[config.mk]
export PLATFORM = sky130hd
export DESIGN_NAME = flp_burst_gen
export DESIGN_NICKNAME = d
export VERILOG_FILES = /design/src/rtl/flp_pkg.sv /design/src/rtl/flp_timebase.sv /design/src/rtl/flp_slot_seq.sv /design/src/rtl/flp_pulse_shaper.sv /design/src/rtl/flp_burst_gen.sv
export SDC_FILE = /design/constraint.sdc
export NUM_CORES = 1
export LEC_CHECK = 0
export ABC_AREA = 1
export BUFFER_PORTS_ARGS = -buffer_cell sky130_fd_sc_hd__buf_2
export CORE_AREA = 4 4 71 73
export DETAILED_ROUTE_END_ITERATION = 8
export DIE_AREA = 0 0 75 77
export PLACE_DENSITY_LB_ADDON = 0.15
export SYNTH_ARGS = -nofsm -noshare
export SYNTH_HDL_FRONTEND = slang
export SYNTH_SLANG_ARGS = --single-unit
[constraint.sdc]
create_clock -name clk -period 1.2 [get_ports clk]
set_input_delay 0.18 -clock clk [delete_from_list [all_inputs] [get_ports clk]]
set_output_delay 0.18 -clock clk [all_outputs]
set_load 0.02 [all_outputs]
[src/rtl/flp_pkg.sv]
package flp_pkg;
  typedef enum logic {GEN_IDLE = 1'b0, GEN_RUN = 1'b1} gen_state_e;

  function automatic int unsigned slot_total(input int unsigned bits);
    return 2 * bits + 1;
  endfunction
endpackage

[src/rtl/flp_timebase.sv]
module flp_timebase #(
  parameter int unsigned SLOT_TICKS = 6250,
  localparam int unsigned TW = (SLOT_TICKS > 1) ? $clog2(SLOT_TICKS) : 1
) (
  input  logic          clk,
  input  logic          rst,
  input  logic          run,
  output logic          fire,
  output logic          wrap,
  output logic [TW-1:0] tick
);
  // Runs only inside a burst and rests at zero otherwise.
  always_ff @(posedge clk) begin
    if (rst || !run) begin
      tick <= '0;
    end else if (wrap) begin
      tick <= '0;
    end else begin
      tick <= tick + 1'b1;
    end
  end

  assign fire = run && (tick == '0);
  assign wrap = run && (tick == TW'(SLOT_TICKS - 1));
endmodule

[src/rtl/flp_slot_seq.sv]
module flp_slot_seq #(
  parameter int unsigned WORD_W = 16,
  localparam int unsigned NPOS = flp_pkg::slot_total(WORD_W),
  localparam int unsigned PW = $clog2(NPOS),
  localparam int unsigned BW = (WORD_W > 1) ? $clog2(WORD_W) : 1
) (
  input  logic              clk,
  input  logic              rst,
  input  logic              start,
  input  logic [WORD_W-1:0] word_in,
  input  logic              wrap,
  output logic [WORD_W-1:0] word_q,
  output logic              emit,
  output logic              last_slot
);
  logic [PW-1:0] pos;
  logic [BW-1:0] bidx;

  always_ff @(posedge clk) begin
    if (rst) begin
      pos    <= '0;
      word_q <= '0;
    end else if (start) begin
      pos    <= '0;
      word_q <= word_in;
    end else if (wrap && !last_slot) begin
      pos <= pos + 1'b1;
    end
  end

  // Slot index 0 (and every even index) is a timing slot.
  // Odd index 2k+1 carries bit k.
  always_comb begin
    bidx = BW'(pos >> 1);
    if (!pos[0]) begin
      emit = 1'b1;
    end else begin
      emit = word_q[bidx];
    end
  end

  assign last_slot = (pos == PW'(NPOS - 1));
endmodule

[src/rtl/flp_pulse_shaper.sv]
module flp_pulse_shaper #(
  parameter int unsigned PULSE_CYCLES = 10,
  localparam int unsigned CW = $clog2(PULSE_CYCLES + 1)
) (
  input  logic clk,
  input  logic rst,
  input  logic fire,
  input  logic emit,
  output logic pulse_q
);
  logic [CW-1:0] hold;

  always_ff @(posedge clk) begin
    if (rst) begin
      pulse_q <= 1'b0;
      hold    <= '0;
    end else if (fire) begin
      pulse_q <= emit;
      hold    <= CW'(PULSE_CYCLES - 1);
    end else if (hold != '0) begin
      hold <= hold - 1'b1;
    end else begin
      pulse_q <= 1'b0;
    end
  end
endmodule

[src/rtl/flp_burst_gen.sv]
module flp_burst_gen #(
  parameter int unsigned WORD_W       = 16,
  parameter int unsigned SLOT_TICKS   = 6250,
  parameter int unsigned PULSE_CYCLES = 10,
  localparam int unsigned TW = (SLOT_TICKS > 1) ? $clog2(SLOT_TICKS) : 1
) (
  input  logic              clk,
  input  logic              rst,
  input  logic              send_req,
  input  logic [WORD_W-1:0] code_word,
  output logic              pulse_out,
  output logic              busy,
  output logic              burst_done
);
  import flp_pkg::*;

  gen_state_e        state;
  logic              start;
  logic              fire;
  logic              wrap;
  logic [TW-1:0]     tick;
  logic [WORD_W-1:0] word_q;
  logic              emit;
  logic              last_slot;
  logic              finish;

  assign busy   = (state == GEN_RUN);
  assign start  = send_req && !busy;
  // The final timing pulse has run its full width.
  assign finish = busy && last_slot && (tick == TW'(PULSE_CYCLES));

  always_ff @(posedge clk) begin
    if (rst) begin
      state      <= GEN_IDLE;
      burst_done <= 1'b0;
    end else begin
      burst_done <= finish;
      if (start) begin
        state <= GEN_RUN;
      end else if (finish) begin
        state <= GEN_IDLE;
      end
    end
  end

  flp_timebase #(.SLOT_TICKS(SLOT_TICKS)) u_timebase (
    .clk (clk),
    .rst (rst),
    .run (busy),
    .fire(fire),
    .wrap(wrap),
    .tick(tick)
  );

  flp_slot_seq #(.WORD_W(WORD_W)) u_seq (
    .clk      (clk),
    .rst      (rst),
    .start    (start),
    .word_in  (code_word),
    .wrap     (wrap),
    .word_q   (word_q),
    .emit     (emit),
    .last_slot(last_slot)
  );

  flp_pulse_shaper #(.PULSE_CYCLES(PULSE_CYCLES)) u_shaper (
    .clk    (clk),
    .rst    (rst),
    .fire   (fire),
    .emit   (emit),
    .pulse_q(pulse_out)
  );
endmodule

==> results of run 1 <==
-- cell families after synthesis --
group,synth area share (%)
AO/OA/AOI/OAI,9.67
XOR/XNOR,3.11
adder cells (fa/ha/maj),3.89
buffers and inverters,10.8
flip-flops,37.3
AND/OR/NAND/NOR,35.2
-- power by group --
part	internal, uW	total, uW	switching [uW]	leakage [uW]
registers	1500	1560	63.6	0.000350
logic	446	888	442	0.000969
clock network	390	850	460	0.0000438
total	2330	3300	965	0.00136
-- routing by layer --
metal / global-route usage [%] / vias to the layer above / share of wire (%)
met5: 0 / - / 0
met4: 6.58 / 0 / 2.0
met3: 4.05 / 8 / 2.7
met2: 34.1 / 25 / 52
met1: 24.4 / 1007 / 43
li1: - / 1143 / -
-- final timing paths --
kind	endpoint	slack, ns	start	cells past startpoint
worst max-delay path	u_seq.pos[0]	-0.10	u_timebase.tick[1]	9
worst min-delay path	u_seq.word_q[15]	0.10	code_word[15]	3
worst max register to register	u_seq.pos[0]	-0.10	u_timebase.tick[1]	9
worst min register to register	u_seq.word_q[2]	0.46	u_seq.word_q[2]	2
-- critical path: cells and delay by family (launching register included) --
family,cells,cell delay [ns]
AO/OA/AOI/OAI,1,0.05
adder cells (fa/ha/maj),1,0.12
buffers and inverters,2,0.11
flip-flops,1,0.37
AND/OR/NAND/NOR,5,0.56
-- cell usage in the layout (no fill, tap or decap), types with 2 or more instances in the layout --
| master | synthesis | layout |
|---|---|---|
| o21ai_1 | 1 | 2 |
| a21oi_2 | 0 | 4 |
| ha_1 | 7 | 3 |
| buf_6 | 1 | 3 |
| buf_2 | 4 | 21 |
| nor2_1 | 45 | 39 |
| clkbuf_8 | 0 | 5 |
| nand2_4 | 0 | 3 |
| nor3b_2 | 0 | 2 |
| o21ai_0 | 16 | 15 |
| xor2_1 | 7 | 6 |
| nor3_2 | 2 | 4 |
| nand2_2 | 2 | 6 |
| dfxtp_1 | 42 | 31 |
| nor2_4 | 5 | 9 |
| inv_1 | 46 | 37 |
| dfxtp_2 | 0 | 7 |
| clkinv_2 | 0 | 3 |
| ha_4 | 0 | 4 |
| nand4_1 | 5 | 5 |
| inv_2 | 2 | 9 |
| inv_4 | 0 | 2 |
| buf_4 | 3 | 47 |
| nand3_1 | 28 | 26 |
| nand2_1 | 58 | 51 |
| nand3_2 | 2 | 3 |
| nor3_4 | 1 | 2 |
| nor2_2 | 3 | 5 |
| nand3_4 | 2 | 4 |
| a21oi_1 | 21 | 17 |
| dfxtp_4 | 0 | 4 |
-- area by class of cell --
| cell class | count | area [sq um] | area share [%] |
|---|---|---|---|
| multi-input combinational | 218 | 1380 | 44.7 |
| sequential | 42 | 865 | 27.9 |
| timing repair buffer | 72 | 512 | 16.5 |
| inverter | 49 | 190 | 6.15 |
| clock buffer | 5 | 68.8 | 2.22 |
| tap | 52 | 65.1 | 2.10 |
| clock inverter | 2 | 10.0 | 0.323 |
-- per-stage QoR --
| step | hold WS (ns) | area, sq um | cells |
|---|---|---|---|
| 3_3_place_gp | 0.403 | 2760 | 425 |
| 3_5_place_dp | 0.407 | 2760 | 425 |
| 5_1_grt | 0.109 | 3090 | 440 |
| 4_1_cts | 0.0951 | 2980 | 437 |
| 2_1_floorplan | 0.315 | 2300 | 317 |
| 6_report | 0.104 | 3090 | 440 |
-- sequential cells by signal, indices dropped and copies added, names as in the netlist --
register	count
burst_done	1
busy	1
u_seq.pos	6
u_seq.word_q	16
u_shaper.hold	4
u_shaper.pulse_q	1
u_timebase.tick	13
-- repair_timing --
action	CTS	global route
buffers inserted	5	2
resized for setup	33	25
pin swaps	17	16
cloned	0	1
endpoints found under the setup margin	25	27
==> metrics.cfg, run 1 <==
[outcome]
status=finished with violations
violations=negative setup slack

[timing]
fin_ws_ns=-0.104
skew_ns=0.00798
setup_tns_ns=-1.58
rsz0062_at_grt=true
relSlewSlack_pct=83.9
final-hold-violation-count=0
max_freq_mhz=767
worst_pin_slew_ns=0.241
setup_violations=23
finalMaxSlewViolations=0
min_period_ns=1.30
period_share_pct=109

[layout]
antenna_cells=0
area_growth_pct=37.4
drive_gt1_share_pct=39.2
nets=414
fillers=366
fin_util_pct=71.1

[routing]
dr.pass1.iters=4
drtIter0Drc=126
post_drt_wl_per_cell_um=11.9
via_per_inst=4.96
dr_total_vias=2183
drt_wl_total_um=5250
detail-route-antenna-nets=0
drc=0

[worst_setup_path]
arrival_ns=1.49
cp-start-kind=flip-flop
required_ns=1.39
crit_path_end_kind=flip-flop
max_stage_delay_ns=0.37
slowest_stage=dfxtp_4
criticalPathCategory=reg2reg
crit_chain=inv_4, ha_4, inv_2, nor2_4, nand2_4, nor2_4, nand3_4, nand2_1, a21oi_1
cp_max_fo=4
cp_common_cell=nor2_4

[synthesis]
synth_cells=317
synth_common_cells=58 x nand2_1, 46 x inv_1, 45 x nor2_1
syn_nets=343
ys_warn_count=0
synth.cell_area_sq_um=2250
synth.top_cell.area_share_pct=37.3
synthArstFlopShare_pct=0
yosysSeqAreaShare_pct=37.3
synth-edff-count=0
synth_top_area_cell=dfxtp_1
ys_ff_latch=42
avgSynthCellArea_sq_um=7.10
synthTopCellsByArea=dfxtp_1 37%, nand2_1 9.7%, inv_1 7.7%, nor2_1 7.5%, nand3_1 6.2%
ys.flop_type=dfxtp_1
ys_types=33
synth.most_common_cell=nand2_1

[clock_network]
clock_tree.buffer_depth=2
cts_hold_buffers=0
clock-sinks=42
cts.clk_slew.worst_paths_ns=0.08
clk_latency_ns=0.29
cts_tree=yes
clockRootBuffer=clkbuf_8
cts_buffers=5
htreeDepth=2

[floorplanning]
die_h_um=77
die-area_sq_um=5780
fp-row-count=24
core-area_sq_um=4350
ios=22
die_w_um=75
initial_core_util_pct=51.7

[job]
drv_cap=0

[grt]
grt_pass1_wl_um=9160
antenna_found_initial=0
grtUsageTotal_pct=20.0
grt_max_degree=24
grt_pass1_vias=2121
gr-total-overflow=0

[placed_design]
place_ws_ns=-0.181
portBuffers=21
dp_hpwl_um=3870
place_congestion=0.837

[hold_path]
hp-class=in2reg

[pwr]
p_per_area_nw_per_um2=1070
power_uw=3300
peakVddDrop_mv=0.746
p_leak_uw=0.00136

Note: power is estimated with default switching activity, not from simulation.
==> run 2: changes to the inputs <==
Settings changed: BUFFER_PORTS_ARGS -buffer_cell sky130_fd_sc_hd__buf_2 to default, CORE_AREA 4 4 71 73 to 4 4 70 72, DIE_AREA 0 0 75 77 to 0 0 74 76, DONT_BUFFER_PORTS from default to 1.
Clock period 1.2 ns to 1.6 ns, I/O delays scaled along.
==> run 2 against run 1 <==
Net effect:
- die area is 2.6% lower
- the run now ends clean
- design area is 23% lower
- cell count is 15% lower
- first-iteration DRC count is 4.0% lower
- sequential share of layout area is 7.3 points higher
- setup slack better by 0.27 ns
- clock skew is 0.00082 ns lower
- combinational power is 59% lower
- via count is 15% lower
- global-route usage is 3.0 points lower
- power is 34% lower
- sequential power is 25% lower
==> metrics.cfg, run 2 (synthesized netlist as in run 1, its figures left out) <==
[outcome]
status=completed

[placed_design]
dp_hpwl_um=3350  ; -14%
portBuffers=0  ; -100%
place_ws_ns=0.137  ; +0.319 ns
place_congestion=0.805  ; -3.8%

[routing]
via_per_inst=4.99  ; +0.67%
detail-route-antenna-nets=0  ; unchanged
drtIter0Drc=121  ; -4.0%
drt_wl_total_um=4320  ; -18%
dr_total_vias=1863  ; -15%
dr.pass1.iters=4  ; unchanged
drc=0  ; unchanged
post_drt_wl_per_cell_um=11.6  ; -2.9%

[pwr]
p_sw_uw=606  ; -37%
peakVddDrop_mv=0.469  ; -37%
seqPwrFrac_pct=53.8  ; +6.5 points
p_int_uw=1560  ; -33%
p_sw_share_pct=28.0  ; -1.3 points
p_per_area_nw_per_um2=909  ; -15%
p_comb_share_pct=16.6  ; -10 points
power_frac_clock_pct=29.5  ; +3.7 points
p_leak_uw=0.000981  ; -28%

[timing]
relSlewSlack_pct=61.6  ; -22 points
fin_ws_ns=0.171  ; +0.275 ns
max_freq_mhz=700  ; -8.8%
setup_tns_ns=0  ; +1.58 ns
finalMaxSlewViolations=0  ; unchanged
skew_ns=0.00716  ; -0.000823 ns
worst_pin_slew_ns=0.575  ; +0.334 ns
final-hold-violation-count=0  ; unchanged
min_period_ns=1.43  ; +0.125 ns
period_share_pct=89.3  ; -19 points
setup_violations=0  ; -100%
rsz0062_at_grt=false

[clock_network]
clock_tree.buffer_depth=2  ; unchanged
cts.clk_slew.worst_paths_ns=0.08  ; about the same
htreeDepth=2  ; unchanged
clock-sinks=42  ; unchanged
clk_latency_ns=0.30  ; about the same
cts_tree=yes
clockRootBuffer=clkbuf_8
cts_buffers=5  ; unchanged

[floorplanning]
initial_core_util_pct=52.4  ; +0.72 points
die-area_sq_um=5620  ; -2.6%
core-area_sq_um=4290  ; -1.4%
die_w_um=74  ; -1.3%
die_h_um=76  ; -1.3%
fp-row-count=24  ; unchanged
ios=22  ; unchanged

[layout]
final_cell_mix=58 x nand2_1, 46 x inv_1, 45 x nor2_1, 41 x dfxtp_1, 28 x nand3_1
drive_gt1_share_pct=10.6  ; -29 points
reg_top3=u_seq.word_q: 16 flops, u_timebase.tick: 13 flops, u_seq.pos: 6 flops
final_common_cell=nand2_1
antenna_cells=0  ; unchanged
fillers=432  ; +18%
area_growth_pct=5.94
nets=347  ; -16%
regMostFlops=u_seq.word_q
seq_area_sq_um=842  ; -2.6%
multi_input_area_sq_um=1170  ; -16%
largest_register_ffs=16  ; unchanged

[hold_path]
hp-class=in2reg

[worst_setup_path]
crit_buf_inv=1  ; -1
max_stage_delay_ns=0.41  ; +0.04 ns
criticalPathCategory=reg2reg
arrival_ns=1.61  ; +0.12 ns
critPathTopFamily=simple AND/OR/NAND/NOR gates
cp_common_cell=nor2_2
cp-start-kind=flip-flop
crit_path_end_kind=flip-flop
slowest_stage=dfxtp_1
cp_max_fo=4  ; unchanged
crit_chain=ha_1, nand2_1, nor2_2, inv_1, nor2_2, xor2_1, nor2_1
required_ns=1.78  ; +0.39 ns

[grt]
grt_pass1_vias=1724  ; -19%
gr-total-overflow=0  ; unchanged
grt_pass1_wl_um=7630  ; -17%
antenna_found_initial=0  ; unchanged
grtUsageTotal_pct=17.0  ; -3.0 points
grt_max_degree=24  ; unchanged

[job]
drv_cap=0  ; unchanged

==> run 2: layer usage <==
metal / vias to the layer above / GRT usage, % / share of wire (%)
met1: 827 / 23.2 / 51
met3: 6 / 4.75 / 5.2
met5: - / 0 / 0
met2: 27 / 25.4 / 42
met4: 0 / 5.98 / 1.7
li1: 1003 / - / -
==> run 2: power groups by stage <==
stage / Clock (uW) / Sequential [uW] / Combinational, uW
3_3_place_gp: 0 / 1190 / 355
6_report: 641 / 1170 / 360
2_1_floorplan: 0 / 1180 / 306
5_1_grt: 714 / 1170 / 422
3_5_place_dp: 0 / 1190 / 360
4_1_cts: 660 / 1170 / 364
==> run 2: per-stage QoR <==
stage | instances | util (%) | hold slack (ns) | power (uW) | cell area (sq um)
5_1_grt | 373 | 55.6 | 0.0748 | 2310 | 2390
6_report | 373 | 55.6 | 0.0756 | 2170 | 2390
3_5_place_dp | 365 | 53.5 | 0.313 | 1550 | 2300
2_1_floorplan | 317 | - | 0.375 | 1490 | 2250
4_1_cts | 373 | 55.5 | 0.0724 | 2190 | 2380
3_3_place_gp | 365 | 53.5 | 0.311 | 1540 | 2300
==> run 2: path summary, 6_finish.rpt <==
| path | endpoint | cells past startpoint | slack (ns) | start |
|---|---|---|---|---|
| max reg2reg | u_timebase.tick[6] | 7 | 0.17 | u_timebase.tick[1] |
| min | u_seq.word_q[10] | 2 | 0.08 | code_word[10] |
| max | u_timebase.tick[6] | 7 | 0.17 | u_timebase.tick[1] |
| min reg2reg | u_seq.word_q[4] | 2 | 0.46 | u_seq.word_q[4] |
==> run 2: timing repair <==
item / 4_1_cts / 5_1_grt
hold buffers: 1 / 0
resized for setup: 0 / 1
endpoints found under the setup margin: 0 / 1
endpoints found under the hold margin: 3 / 0
setup buffers: 0 / 0
==> run 2: cell type report <==
cell class | count | area share, %
clock buffer | 5 | 2.88
clock inverter | 2 | 0.420
inverter | 49 | 7.71
multi-input combinational | 217 | 49.0
sequential | 42 | 35.3
tap | 52 | 2.73
timing repair buffer | 6 | 1.99
==> run 2: worst register-to-register path, stage by stage (launching register included) <==
cell and delay, ns:
dfxtp_1 0.41, ha_1 0.19, nand2_1 0.08, nor2_2 0.17, inv_1 0.09, nor2_2 0.15
xor2_1 0.17, nor2_1 0.06
==> run 3: changes to the inputs <==
Clock period 1.6 ns to 1.4 ns, I/O delays scaled along.
==> run 3 against run 2 <==
Net effect:
- sequential power up 14%
- wire length up 3.0%
- non-clock buffer count is 10 higher
- power rose by 26%
- die area stayed put
- maximum frequency grew 4.8%
- first-iteration DRC count decreased by 49%
- sequential share of layout area down 1.9 points
- via count increased by 2.5%
- utilization is 3.7 points higher
- critical path depth increased by 2
- sequential cell count did not move
==> metrics.cfg, run 3 (synthesized netlist as in run 1, its figures left out) <==
[layout]
largest_register_ffs=16  ; unchanged
antenna_cells=0  ; unchanged
drive_gt1_share_pct=16.6  ; +6.0 points
area_growth_pct=13.0
reg_top3=u_seq.word_q: 16 flops, u_timebase.tick: 13 flops, u_seq.pos: 6 flops
nets=357  ; +2.9%
final_cell_mix=56 x nand2_1, 44 x nor2_1, 43 x inv_1, 38 x dfxtp_1, 28 x nand3_1
fin_util_pct=59.3  ; +3.7 points
regMostFlops=u_seq.word_q
final_common_cell=nand2_1

[pwr]
p_per_area_nw_per_um2=1080  ; +18%
p_int_uw=2020  ; +30%
p_sw_uw=713  ; +18%
p_leak_uw=0.00104  ; +6.0%
seqPwrFrac_pct=48.6  ; -5.2 points
peakVddDrop_mv=0.822  ; +75%
p_sw_share_pct=26.1  ; -1.9 points
p_comb_share_pct=17.2  ; +0.6 points
power_frac_clock_pct=34.3  ; +4.8 points

[grt]
grt_max_degree=24  ; unchanged
grt_pass1_vias=1648  ; -4.4%
gr-total-overflow=0  ; unchanged
grt_pass1_wl_um=7400  ; -3.1%
grtUsageTotal_pct=16.5  ; -0.50 points
antenna_found_initial=0  ; unchanged

[routing]
drt_wl_total_um=4450  ; +3.0%
drtIter0Drc=62  ; -49%
dr.pass1.iters=4  ; unchanged
drc=0  ; unchanged
post_drt_wl_per_cell_um=11.6  ; about the same
detail-route-antenna-nets=0  ; unchanged
via_per_inst=4.97  ; -0.41%
dr_total_vias=1910  ; +2.5%

[placed_design]
portBuffers=0  ; unchanged
dp_hpwl_um=3340  ; -0.28%
place_congestion=0.825  ; +2.5%

[timing]
rsz0062_at_grt=true
setup_violations=0  ; unchanged
relSlewSlack_pct=61.7  ; +0.082 points
skew_ns=0.00891  ; +0.00175 ns
worst_pin_slew_ns=0.574  ; -0.00123 ns
finalMaxSlewViolations=0  ; unchanged
period_share_pct=97.4  ; +8.1 points
max_freq_mhz=733  ; +4.8%
hold_ws_ns=0.0437  ; -0.0319 ns
final-hold-violation-count=0  ; unchanged
min_period_ns=1.36  ; -0.0650 ns

[clock_network]
clock_tree.buffer_depth=2  ; unchanged
cts.clk_slew.worst_paths_ns=0.08  ; about the same
clock-sinks=42  ; unchanged
htreeDepth=2  ; unchanged
clk_latency_ns=0.30  ; about the same
cts_tree=yes
cts_buffers=5  ; unchanged
clockRootBuffer=clkbuf_8

[floorplanning]
fp-row-count=24  ; unchanged
die_w_um=74  ; unchanged
die-area_sq_um=5620  ; unchanged
initial_core_util_pct=52.4  ; unchanged
ios=22  ; unchanged
core-area_sq_um=4290  ; unchanged
die_h_um=76  ; unchanged

[worst_setup_path]
criticalPathCategory=reg2reg
crit_path_end_kind=flip-flop
cp_max_fo=5  ; +1
required_ns=1.60  ; -0.18 ns
cp-start-kind=flip-flop
arrival_ns=1.57  ; -0.04 ns

[hold_path]
hp-class=in2reg

[job]
drv_cap=0  ; unchanged

[outcome]
status=completed

==> run 3: cell types whose count changed in the layout (fill, tap and decap cells not counted), moves of 2 or more <==
cell / delta
buf_4: +10
dfxtp_1: -3
inv_1: -3
clkinv_2: -2
dfxtp_4: +2
inv_2: +2
nand2_1: -2
nand2_2: +2
nor2_4: +2
==> run 3: cell type report <==
class	count	area, sq um
tap	52	65.1
sequential	42	851
clock buffer	6	72.6
timing repair buffer	16	123
inverter	49	186
fill	410	1750
multi-input combinational	217	1210
clock inverter	2	37.5
==> run 3: path summary, 6_finish.rpt <==
check / start / end / slack [ns] / cells past startpoint
hold / removal: code_word[10] / u_seq.word_q[10] / 0.04 / 2
setup / recovery: u_timebase.tick[0] / u_shaper.pulse_q / 0.04 / 9
hold reg to reg: u_seq.word_q[4] / u_seq.word_q[4] / 0.46 / 2
setup reg to reg: u_timebase.tick[0] / u_shaper.pulse_q / 0.04 / 9
==> run 3: power groups by stage <==
stage               Combinational, uW  Clock, uW  Sequential, uW
floorplan                         350          0            1350
global placement                  449          0            1360
detailed placement                457          0            1360
CTS                               467        976            1330
global route                      539       1030            1340
finish                            470        938            1330
==> run 3: critical path, cell delays in order (launching register included) <==
cell     delay (ns)
dfxtp_4        0.37
inv_2          0.06
ha_1           0.15
nand4_1        0.12
nor2_2         0.17
nand2_2        0.10
nor2_1         0.11
nand3_1        0.08
nand2_1        0.06
inv_1          0.03
==> run 3: what timing repair did <==
item	4_1_cts	5_1_grt
endpoints found under the setup margin	4	25
gates resized for setup	0	19
setup buffers	2	1
pin swaps	1	9
hold endpoints to repair	3	0
hold buffers	1	0
==> run 3: metrics by stage <==
step / setup slack [ns] / cell area (sq um) / setup TNS, ns / total power (uW) / cells
floorplan: 0.101 / 2250 / 0 / 1700 / 317
detailed placement: -0.000542 / 2350 / -0.000542 / 1820 / 372
global route: -0.0484 / 2540 / -0.0937 / 2910 / 384
global placement: 0.0375 / 2350 / 0 / 1810 / 372
CTS: 0.00689 / 2480 / 0 / 2770 / 383
finish: 0.0362 / 2540 / 0 / 2740 / 384
==> run 3: metal layers <==
metal / track usage (%) / vias to the layer above / share of wire, %
met5: 0 / - / 0
met3: 4.75 / 6 / 4.8
li1: - / 1028 / -
met4: 5.43 / 0 / 1.4
met2: 24.1 / 28 / 45
met1: 23.1 / 848 / 49
